--- src/rtl/startup_pkg.sv ---
package startup_pkg;

  typedef enum logic [2:0] {
    SRC_NONE   = 3'd0,
    SRC_XTAL   = 3'd1,
    SRC_LFXTAL = 3'd2,
    SRC_RCOSC  = 3'd3,
    SRC_EXTCLK = 3'd4
  } src_e;

  typedef enum logic [1:0] {
    ST_RESET_DELAY = 2'd0,
    ST_OSC_DELAY   = 2'd1,
    ST_RUN         = 2'd2,
    ST_SLEEP       = 2'd3
  } seq_st_e;

endpackage

--- src/rtl/reset_sync.sv ---
module reset_sync #(
  parameter int STAGES = 2
) (
  input  logic clk,
  input  logic rst_n,
  output logic rst_core_n
);

  logic [STAGES-1:0] sync_q;
  logic [STAGES-1:0] sync_d;

  generate
    if (STAGES == 1) begin : g_one
      assign sync_d = 1'b1;
    end else begin : g_many
      assign sync_d = {sync_q[STAGES-2:0], 1'b1};
    end
  endgenerate

  always_ff @(posedge clk or negedge rst_n) begin
    if (!rst_n) sync_q <= '0;
    else        sync_q <= sync_d;
  end

  assign rst_core_n = sync_q[STAGES-1];

endmodule

--- src/rtl/sel_decode.sv ---
module sel_decode
  import startup_pkg::*;
(
  input  logic [3:0] code,
  output src_e       src,
  output logic       rsv
);

  // raw value decoded as configured: 1 = unprogrammed, 0 = programmed
  always_comb begin
    src = SRC_NONE;
    rsv = 1'b0;
    casez (code)
      4'b1???: src = SRC_XTAL;
      4'b011?: src = SRC_LFXTAL;
      4'b0010: src = SRC_RCOSC;
      4'b0000: src = SRC_EXTCLK;
      default: rsv = 1'b1;
    endcase
  end

endmodule

--- src/rtl/settle_counter.sv ---
module settle_counter #(
  parameter int W = 17
) (
  input  logic         clk,
  input  logic         rst_n,
  input  logic         clr,
  input  logic         en,
  input  logic [W-1:0] target,
  output logic         done
);

  logic [W-1:0] cnt_q;
  logic [W-1:0] cnt_d;
  logic         cnt_we;

  assign cnt_we = clr | en;
  assign cnt_d  = clr ? '0 : cnt_q + W'(1);
  assign done   = en & (cnt_q == (target - W'(1)));

  always_ff @(posedge clk or negedge rst_n) begin
    if (!rst_n)      cnt_q <= '0;
    else if (cnt_we) cnt_q <= cnt_d;
  end

endmodule

--- src/rtl/seq_fsm.sv ---
module seq_fsm
  import startup_pkg::*;
(
  input  logic    clk,
  input  logic    rst_n,
  input  logic    rsv,
  input  logic    sleep_req,
  input  logic    wake_req,
  input  logic    cnt_done,
  output seq_st_e state,
  output logic    cnt_clr
);

  seq_st_e st_q;
  seq_st_e st_d;

  always_comb begin
    st_d = st_q;
    case (st_q)
      ST_RESET_DELAY: if (!rsv && cnt_done) st_d = ST_OSC_DELAY;
      ST_OSC_DELAY:   if (!rsv && cnt_done) st_d = ST_RUN;
      ST_RUN:         if (sleep_req)        st_d = ST_SLEEP;
      ST_SLEEP:       if (wake_req)         st_d = ST_OSC_DELAY;
      default:                              st_d = ST_RESET_DELAY;
    endcase
  end

  always_comb begin
    cnt_clr = rsv || (st_d != st_q) || (st_q == ST_RUN) || (st_q == ST_SLEEP);
  end

  always_ff @(posedge clk or negedge rst_n) begin
    if (!rst_n) st_q <= ST_RESET_DELAY;
    else        st_q <= st_d;
  end

  assign state = st_q;

endmodule

--- src/rtl/startup_seq.sv ---
module startup_seq
  import startup_pkg::*;
#(
  parameter int SUP_SHORT   = 4096,
  parameter int SUP_LONG    = 65536,
  parameter int OSC_XTAL    = 16,
  parameter int OSC_LF      = 32,
  parameter int OSC_RC      = 6,
  parameter int OSC_EXT     = 2,
  parameter int SYNC_STAGES = 2
) (
  input  logic       clk,
  input  logic       rst_n,
  input  logic [3:0] clk_sel,
  input  logic       long_delay,
  input  logic       sleep_req,
  input  logic       wake_req,
  input  logic       wdt_tick,
  input  logic       osc_tick,
  output logic [2:0] src_id,
  output logic       sel_reserved,
  output logic       run_en
);

  localparam int CW = $clog2(SUP_LONG + 1);

  logic          rst_core_n;
  src_e          src;
  logic          rsv;
  seq_st_e       state;
  logic          cnt_clr;
  logic          cnt_done;
  logic          in_supply;
  logic          tick;
  logic [CW-1:0] sup_tgt;
  logic [CW-1:0] osc_tgt;
  logic [CW-1:0] tgt;

  reset_sync #(.STAGES(SYNC_STAGES)) u_rsync (
    .clk        (clk),
    .rst_n      (rst_n),
    .rst_core_n (rst_core_n)
  );

  sel_decode u_dec (
    .code (clk_sel),
    .src  (src),
    .rsv  (rsv)
  );

  always_comb begin
    case (src)
      SRC_XTAL:   osc_tgt = CW'(OSC_XTAL);
      SRC_LFXTAL: osc_tgt = CW'(OSC_LF);
      SRC_RCOSC:  osc_tgt = CW'(OSC_RC);
      SRC_EXTCLK: osc_tgt = CW'(OSC_EXT);
      default:    osc_tgt = CW'(1);
    endcase
  end

  assign sup_tgt   = long_delay ? CW'(SUP_LONG) : CW'(SUP_SHORT);
  assign in_supply = (state == ST_RESET_DELAY);
  assign tgt       = in_supply ? sup_tgt : osc_tgt;
  assign tick      = in_supply ? wdt_tick : osc_tick;

  settle_counter #(.W(CW)) u_cnt (
    .clk    (clk),
    .rst_n  (rst_core_n),
    .clr    (cnt_clr),
    .en     (tick),
    .target (tgt),
    .done   (cnt_done)
  );

  seq_fsm u_fsm (
    .clk       (clk),
    .rst_n     (rst_core_n),
    .rsv       (rsv),
    .sleep_req (sleep_req),
    .wake_req  (wake_req),
    .cnt_done  (cnt_done),
    .state     (state),
    .cnt_clr   (cnt_clr)
  );

  assign src_id       = src;
  assign sel_reserved = rsv;
  assign run_en       = (state == ST_RUN);

endmodule

--- config.mk ---
export PLATFORM = sky130hd
export DESIGN_NAME = startup_seq
export DESIGN_NICKNAME = d
export VERILOG_FILES = /design/src/rtl/startup_pkg.sv /design/src/rtl/reset_sync.sv /design/src/rtl/sel_decode.sv /design/src/rtl/settle_counter.sv /design/src/rtl/seq_fsm.sv /design/src/rtl/startup_seq.sv
export SDC_FILE = /design/constraint.sdc
export NUM_CORES = 1
export LEC_CHECK = 0
export BUFFER_PORTS_ARGS = -buffer_cell sky130_fd_sc_hd__buf_2
export CORE_MARGIN = 4
export CORE_UTILIZATION = 52
export DETAILED_ROUTE_END_ITERATION = 8
export PLACE_DENSITY = 0.74
export SLEW_MARGIN = 30
export SYNTH_ARGS = -nofsm -noshare
export SYNTH_HDL_FRONTEND = slang
export SYNTH_SLANG_ARGS = --single-unit
--- constraint.sdc ---
create_clock -name clk -period 0.8 [get_ports clk]
set_input_delay 0.16 -clock clk [delete_from_list [all_inputs] [get_ports clk]]
set_output_delay 0.16 -clock clk [all_outputs]
set_load 0.01 [all_outputs]
==> results of run 1 <==
## timing repair
action | CTS | global route
resized for setup | 18 | 18
hold buffers | 1 | 0
buffers inserted | 4 | 6
setup endpoints to repair | 24 | 24
endpoints found under the hold margin | 2 | 0
pin swaps | 6 | 1
## through the flow
stage,worst slack (ns),util [%],instance area (µm²)
floorplan,-1.83,-,1410
global placement,-1.76,73.3,1830
detailed placement,-1.84,73.3,1830
CTS,-1.82,79.1,1980
global route,-2.00,83.1,2080
finish,-1.96,83.1,2080
## flip-flops by register name (all words and copies together), names as in the netlist
| name | cells |
|---|---|
| u_cnt.cnt_q | 17 |
| u_fsm.state | 2 |
| u_rsync.sync_q | 2 |
## report_power, final
part / internal (mW) / switching (mW) / total [mW]
clock: 0.187 / 0.348 / 0.535
combinational: 0.388 / 0.355 / 0.742
sequential: 1.13 / 0.0686 / 1.20
total: 1.71 / 0.771 / 2.48
## worst max-delay path by stage
stage,start,to,slack (ns),cells past startpoint
2_1_floorplan,u_fsm.state[0]$_DFF_PN0_,u_cnt.cnt_q[0]$_DFFE_PN0P_,-1.83,11
4_1_cts,u_fsm.state[1]$_DFF_PN0_,u_fsm.state[0]$_DFF_PN0_,-1.82,7
6_report,u_fsm.state[1]$_DFF_PN0_,u_fsm.state[1]$_DFF_PN0_,-1.96,8
3_5_place_dp,u_fsm.state[1]$_DFF_PN0_,u_cnt.cnt_q[9]$_DFFE_PN0P_,-1.84,10
3_3_place_gp,u_fsm.state[1]$_DFF_PN0_,u_cnt.cnt_q[11]$_DFFE_PN0P_,-1.76,10
5_1_grt,u_fsm.state[0]$_DFF_PN0_,u_fsm.state[1]$_DFF_PN0_,-2.00,11
## metal layers
metal  track usage [%]  up-vias  share of wire [%]
met3              4.36       33                6.0
met4              10.4        0                5.9
met1              27.6      701                 36
met2              46.0       77                 52
met5                 0        -                  0
li1                  -      653                  -
## cell type report
type / instances / area (µm²)
clock inverter: 1 / 5.00
timing repair buffer: 71 / 581
inverter: 4 / 15.0
multi-input combinational: 114 / 891
clock buffer: 3 / 22.5
sequential: 21 / 527
tap: 30 / 37.5
fill: 134 / 422
## placed cells by master (no fill, tap or decap), drive strengths merged, types with 2 or more instances in the layout
cell type / instances
nand2b: 3
xor2: 13
nor2: 21
nor3: 4
nand3: 6
nand2: 5
or3: 2
clkbuf: 3
ha: 4
and3: 5
dfrtp: 21
o21ai: 2
xnor2: 10
o31a: 2
o21a: 2
nor4: 7
a211o: 3
a21o: 2
buf: 70
nand4: 6
inv: 4
## critical path, delay by kind of cell, from the launching register on
kind                     cells  cell delay (ns)
AO/OA/AOI/OAI                3             0.88
AND/OR/NAND/NOR              2             0.79
XOR/XNOR                     1             0.18
adder cells (fa/ha/maj)      1             0.20
buffers and inverters        1             0.18
flip-flops                   1             0.47
## cells by family (layout without fill, tap and decap cells)
family	count (synthesis)	in the layout	synth area share, %
flip-flops	21	21	38.0
multiplexers	1	1	0.725
other	1	1	0.271
AO/OA/AOI/OAI	17	17	10.4
AND/OR/NAND/NOR	68	68	27.1
XOR/XNOR	23	23	15.9
buffers and inverters	9	79	3.89
adder cells (fa/ha/maj)	4	4	3.62
==> flow_summary.ini, run 1 <==
[finish]
insertedDiodeCount = 0
instances_no_fill = 244
syn2layout_area_growth_pct = 50.5
final_layout_size_suffix_gt1_share_pct = 45.8
fin_nets = 230

[yosys]
ys.flop_type = dfrtp_1
synthCells = 144
yosys-top-cells-count = 21 x dfrtp_1, 20 x nor2_1, 12 x xor2_1
synth.net_count = 159
yosysTopAreaCellShare_pct = 38.0
ys_warn_count = 0
synth-edff-count = 0
syn_area_um2 = 1380
synth.area.top_cells = dfrtp_1 38%, xor2_1 7.6%, xnor2_1 6.3%
avgSynthCellArea_um2 = 9.59
synthArstFlopShare_pct = 100
synth_cell_types = 44
synth_most_common_cell = dfrtp_1
synth-seq-area-share_pct = 38.0
synth_largest_area_cell = dfrtp_1
ys_seq_elements = 21

[power]
p_leak_nw = 0.992
ir_drop_v = 0.00121
p_per_area_nw_per_um2 = 1190
power_mw = 2.48

[sta]
slew_violations = 0
fin_crit_sh_pct = 345
hold_slack_ns = 0.125
hold_viol_final = 0
fin_tns_setup_ns = -37.04
final.setup.worst_slack_ns = -1.96
rsz0062_at_grt = yes
fin_crit_ns = 2.76
max_freq_mhz = 363
finalSetupViolCount = 24
fin_skew_ns = 0.0194

[clocking]
clk_latency_ns = 0.32
cts_tree = built
h-tree-depth = 1
cts.clk_slew.worst_paths_ns = 0.14
root_buffer = clkbuf_4
cts_buffers = 3
cts_buffer_depth = 2
clock-sinks = 21

[route]
drc_errors = 0
wl_per_cell_um = 18.1
drtPass1Iterations = 4
totalWireLength_mm = 4.42
num_vias = 1464
postRouteAntennaNets = 0
routed_via_density = 6.00
drt_iter0_markers = 150

[setup_path]
path_class = register to register
slowest_delay_ns = 0.50
required_ns = 1.06
timing.rr.end = u_fsm.state[1]$_DFF_PN0_
crit_slowest_cell = or3_2
r2r-start = u_fsm.state[1]$_DFF_PN0_
r2r_cells = 8
cp_max_fo = 3
end_kind = register
cp_cell_sequence = or3_2, ha_2, xor2_1, a211o_2, a211o_1, buf_4, nor4b_4, o21a_1
r2r_slack_ns = -1.96
arrival_ns = 3.02
start_kind = register

[grt]
antenna_found_initial = 0
grt_pass1_wl_mm = 6.59
grt_pass1_vias = 1501
grt_use_total_pct = 24.9
overflow = 0
grt_max_degree = 13

[flow_run]
drv_cap = 0

[floorplanning]
die_h_um = 59.5
io_pins = 16
die_w_um = 59.5
dieArea_um2 = 3550
core_um2 = 2500
start_util_pct = 55.3
rows = 18

[placement]
place.gp.congestion = 0.852
dpl.hpwl_mm = 2.91
dp.cells = 231
port_buffers = 15

[worst_hold_path]
hold_class = input pin to asynchronous set/reset pin

[status]
failed_checks = negative setup slack
status = complete, but fails checks
(Power assumes the default switching activity.)
==> inputs of run 2 (changes only) <==
- CELL_PAD_IN_SITES_DETAIL_PLACEMENT: unset -> 2
- CELL_PAD_IN_SITES_GLOBAL_PLACEMENT: unset -> 2
- CORE_UTILIZATION: 52 -> 32
- GPL_TIMING_DRIVEN: unset -> 0
- PLACE_DENSITY: 0.74 -> 0.72
==> run 2 against run 1 <==
Against the previous run:
- the flow still finishes with violations (negative setup slack)
- worst hold slack better by 0.062 ns
- flip-flop and latch count unchanged
- final cell count decreased by 6.6%
- critical path depth increased by 3
- via count down 17%
- combinational power decreased by 29%
==> flow_summary.ini, run 2 (synthesis results as in run 1) <==
[sta]
fin_crit_ns = 2.73
finalSetupViolCount = 24
tightest_slew_ns = 0.725
hold_viol_final = 0
fin_skew_ns = 0.000823
fin_crit_sh_pct = 342
rsz0062_at_grt = yes
fin_tns_setup_ns = -37.50
final.setup.worst_slack_ns = -1.93
max_freq_mhz = 366
slew_headroom_pct = 51.6
slew_violations = 0

[finish]
fillers = 422
insertedDiodeCount = 0
most-common-layout-cells = 20 x dfrtp_1, 12 x nor2_1, 11 x xor2_1, 11 x buf_4
fin_nets = 194
final_layout_size_suffix_gt1_share_pct = 37.1
top_register = u_cnt.cnt_q
final_area_um2 = 1890
largest_reg_flops = 17
final_common_cell = dfrtp_1
syn2layout_area_growth_pct = 37.0

[route]
drtPass1Iterations = 4
dr_wl_met3_um = 47
m1WireLength_mm = 1.96
met2_length_mm = 2.26
highest_layer = met4
drc_errors = 0
wl_per_cell_um = 19.1
postRouteAntennaNets = 0
routed_via_density = 5.33
num_vias = 1216
totalWireLength_mm = 4.36
drt_iter0_markers = 44

[clocking]
cts.clk_slew.worst_paths_ns = 0.09
cts_tree = built
root_buffer = clkbuf_8
cts_buffers = 3
cts_buffer_depth = 2
h-tree-depth = 1
clk_latency_ns = 0.27
clock-sinks = 21

[floorplanning]
io_pins = 16
start_util_pct = 33.8
die_w_um = 73.7
core_um2 = 4090
dieArea_um2 = 5430
die_h_um = 73.7
rows = 23

[grt]
antenna_found_initial = 0
grt_use_total_pct = 17.0
grt_pass1_wl_mm = 6.94
grt_max_degree = 20
overflow = 0
grt_pass1_vias = 1347

[placement]
place.gp.congestion = 0.725
port_buffers = 15
place_area_um2 = 1550
dpl.hpwl_mm = 2.78

[setup_path]
crit_slowest_cell = or4_4
cp_max_fo = 7
timing.rr.end = u_cnt.cnt_q[12]$_DFFE_PN0P_
cp_cell_sequence = buf_6, nor2_4, or4_4, ha_4, ha_4, xor2_2, nand4_1, a211o_4, o31ai_4, buf_6, nor2_1
r2r_slack_ns = -1.93
start_kind = register
required_ns = 0.97
r2r_cells = 11
slowest_delay_ns = 0.46
arrival_ns = 2.90
r2r-start = u_fsm.state[1]$_DFF_PN0_
path_class = register to register
end_kind = register

[worst_hold_path]
hold_class = input pin to asynchronous set/reset pin

[status]
status = complete, but fails checks
failed_checks = negative setup slack

[flow_run]
drv_cap = 0

[power]
ir_drop_v = 0.000757
p_per_area_nw_per_um2 = 1350
p_leak_nw = 0.793
[run 2: cell types whose count changed in the layout (fill, tap and decap cells not counted), sizes merged]
cell and delta:
buf -38, clkbuf +2
[run 2: area by class of cell]
| class | count | area (µm²) | share of cell area, % |
|---|---|---|---|
| plain buffers | 5 | 42.5 | 2.25 |
| clock buffers | 3 | 41.3 | 2.18 |
| clock inverters | 1 | 5.00 | 0.264 |
| inverters | 4 | 15.0 | 0.793 |
| multi-input cells | 114 | 953 | 50.4 |
| flip-flops and latches | 21 | 527 | 27.8 |
| well taps | 50 | 62.6 | 3.30 |
| repair buffers | 30 | 246 | 13.0 |
[run 2: how the worst max path moves through the flow]
stage	startpoint	endpoint	slack, ns	cells past startpoint
floorplan	u_fsm.state[0]$_DFF_PN0_	u_cnt.cnt_q[0]$_DFFE_PN0P_	-1.83	11
global placement	u_fsm.state[0]$_DFF_PN0_	u_cnt.cnt_q[8]$_DFFE_PN0P_	-2.10	11
detailed placement	u_fsm.state[0]$_DFF_PN0_	u_cnt.cnt_q[5]$_DFFE_PN0P_	-2.14	11
CTS	u_fsm.state[1]$_DFF_PN0_	u_fsm.state[0]$_DFF_PN0_	-1.93	10
global route	u_fsm.state[1]$_DFF_PN0_	u_cnt.cnt_q[9]$_DFFE_PN0P_	-2.04	11
finish	u_fsm.state[1]$_DFF_PN0_	u_cnt.cnt_q[12]$_DFFE_PN0P_	-1.93	11
[run 2: timing repair]
action | CTS | global route
resized for setup | 16 | 27
buffers inserted | 10 | 3
hold buffers | 1 | 0
pin swaps | 10 | 9
endpoints found under the setup margin | 42 | 24
gates cloned | 0 | 1
hold endpoints to repair | 2 | 0
[run 2: metal layers]
metal,GRT usage [%],vias to the layer above
met5,0,-
met4,8.05,0
met3,1.64,5
met2,28.7,10
met1,21.6,623
li1,-,578
[run 2: per-stage QoR]
step | total power, mW | setup slack (ns) | util, % | hold WS (ns) | instances
floorplan | 1.52 | -1.83 | - | -0.136 | 144
global placement | 1.64 | -2.10 | 37.9 | -0.0555 | 209
detailed placement | 1.67 | -2.14 | 37.9 | -0.0546 | 209
CTS | 2.48 | -1.93 | 42.8 | 0.159 | 224
global route | 2.69 | -2.04 | 46.3 | 0.207 | 228
finish | 2.55 | -1.93 | 46.3 | 0.187 | 228
[run 2: report_power, final]
| part | internal [mW] | switching [mW] | total (mW) |
|---|---|---|---|
| registers | 1.13 | 0.127 | 1.26 |
| clock network | 0.349 | 0.415 | 0.764 |
| logic | 0.256 | 0.273 | 0.529 |
| total | 1.74 | 0.814 | 2.55 |
[run 2: critical path, delay by kind of cell, from the launching register on]
family | cells | cell delay, ns
XOR/XNOR | 1 | 0.15
AO/OA/AOI/OAI | 2 | 0.63
AND/OR/NAND/NOR | 4 | 0.70
flip-flops | 1 | 0.39
buffers and inverters | 2 | 0.34
adder cells (fa/ha/maj) | 2 | 0.43
==> inputs of run 3 (changes only) <==
- CORE_UTILIZATION: 32 -> 39
- PLACE_DENSITY: 0.72 -> 0.83
- clock period: 0.8 -> 3.37 ns (I/O delays scaled with it)
==> run 3 against run 2 <==
Against the previous run:
- the flow now finishes without violations
- critical path type is now input pin to register
- flip-flop and latch count unchanged
- non-clock buffer count decreased by 15
- worst hold slack got worse by 0.076 ns
- register-to-register slack improved by 2.2 ns
- final area decreased by 19%
- sequential share of layout area increased by 6.3 points
- utilization decreased by 0.85 points
- clock power decreased by 83%
- combinational power decreased by 82%
- highest routed layer unchanged
- first-iteration DRC count decreased by 25%
- critical path depth increased by 1
- die area decreased by 16%
==> flow_summary.ini, run 3 (synthesis results as in run 1) <==
[finish]
instances_no_fill = 209
most-common-layout-cells = 21 x dfrtp_1, 20 x nor2_1, 15 x buf_2, 12 x xor2_1, 10 x xnor2_1
final_common_cell = dfrtp_1
final_layout_size_suffix_gt1_share_pct = 19.0
insertedDiodeCount = 0
fin_nets = 179
largest_reg_flops = 17
top_register = u_cnt.cnt_q
syn2layout_area_growth_pct = 11.6

[setup_path]
path_class = input pin to register
arrival_ns = 3.34
r2r-start = u_fsm.state[0]$_DFF_PN0_
start_kind = input pin
startpoint = clk_sel[1]
required_ns = 3.59
cp_cell_sequence = buf_2, nand2b_1, a21oi_1, o21ai_0, ha_1, ha_1, xor2_1, nand4_1, a211o_1, o31ai_4, buf_6, nor2_1
critPathTopFamily = compound AO/OA/AOI/OAI gates
end_kind = register
slowest_delay_ns = 0.47
crit_path_frequent_cell = ha_1
worst-path-buf-inv = 2
crit_slowest_cell = o31ai_4
cp_max_fo = 10

[floorplanning]
die_w_um = 67.5
die_h_um = 67.5
dieArea_um2 = 4560
core_um2 = 3390
io_pins = 16
rows = 21
start_util_pct = 40.8

[clocking]
hold_buffers = 0
post_cts_resized = 0
postCtsSetupRepairBufs = 0
cts_buffers = 3
root_buffer = clkbuf_4
cts_buffer_depth = 2
cts.clk_slew.worst_paths_ns = 0.13
cts_tree = built
clk_latency_ns = 0.32
h-tree-depth = 1
clock-sinks = 21

[grt]
grt_pass1_vias = 1341
overflow = 0
antenna_found_initial = 0
grt_pass1_wl_mm = 6.53
grt_max_degree = 20
grt_use_total_pct = 19.4

[route]
num_vias = 1192
routed_via_density = 5.70
totalWireLength_mm = 3.91
drt_iter0_markers = 33
m1WireLength_mm = 1.68
drc_errors = 0
met2_length_mm = 2.08
drtPass1Iterations = 4
highest_layer = met4
postRouteAntennaNets = 0
wl_per_cell_um = 18.7
dr_wl_met3_um = 89

[sta]
hold_viol_final = 0
finalSetupViolCount = 0
slew_violations = 0
slew_headroom_pct = 45.3
fin_crit_ns = 3.12
max_freq_mhz = 321
fin_skew_ns = 0.00216
rsz0062_at_grt = no
tightest_slew_ns = 0.821
fin_crit_sh_pct = 92.6
hold_slack_ns = 0.111

[power]
pwr-share-clk_pct = 24.9
switching_power_mw = 0.171
power_mw = 0.524
seqPwrFrac_pct = 57.4
p_leak_nw = 0.691
cellInternalPower_mw = 0.354
p_per_area_nw_per_um2 = 340
switching_share_pct = 32.6
ir_drop_v = 0.000183
combinationalPowerShare_pct = 17.7

[placement]
port_buffers = 15
place.gp.congestion = 0.772
dp.cells = 205
dpl.hpwl_mm = 2.86

[flow_run]
drv_cap = 0

[worst_hold_path]
hold_class = input pin to asynchronous set/reset pin

[status]
status = complete, no violations
[run 3: cell count changes in the layout (fill, tap and decap cells not counted), sizes merged]
cell	before	now
dlygate4sd3	1	0
buf	32	18
[run 3: final timing paths]
check,endpoint,slack (ns),depth (start not counted)
max,u_cnt.cnt_q[3]$_DFFE_PN0P_,0.25,12
min,u_rsync.sync_q[1]$_DFF_PN0_,0.11,1
max reg2reg,u_cnt.cnt_q[3]$_DFFE_PN0P_,0.29,11
min reg2reg,u_cnt.cnt_q[7]$_DFFE_PN0P_,0.35,0
max in group asynchronous,u_cnt.cnt_q[6]$_DFFE_PN0P_,2.52,0
min in group clk,u_rsync.sync_q[1]$_DFF_PN0_,0.37,0
[run 3: per-layer routing]
| layer | vias to the layer above | global-route usage, % |
|---|---|---|
| met2 | 19 | 36.0 |
| met5 | - | 0 |
| li1 | 550 | - |
| met4 | 0 | 5.57 |
| met3 | 7 | 2.66 |
| met1 | 616 | 22.8 |
[run 3: power by group through the flow]
stage               Sequential [mW]  Combinational [mW]  Clock, mW
global placement              0.303              0.0852          0
finish                        0.301              0.0930      0.130
floorplan                     0.294              0.0653          0
CTS                           0.301              0.0941      0.132
global route                  0.305               0.105      0.145
detailed placement            0.305              0.0898          0
[run 3: cell type report]
cell class / count / area [µm²]
Fill cell: 383 / 1850
Multi-Input combinational cell: 114 / 802
Sequential cell: 21 / 526
Timing Repair Buffer: 15 / 75.1
Tap cell: 46 / 57.6
Buffer: 5 / 38.8
Clock buffer: 3 / 22.5
Inverter: 4 / 15.0
Clock inverter: 1 / 5.00
[run 3: through the flow]
step,TNS (ns),instance area [µm²],util [%],worst slack [ns]
6_report,0,1540,45.5,0.250
5_1_grt,0,1540,45.5,0.0210
4_1_cts,0,1540,45.5,0.271
3_5_place_dp,-0.632,1510,44.7,-0.0760
3_3_place_gp,0,1510,44.7,0.0457
2_1_floorplan,0,1380,-,0.391
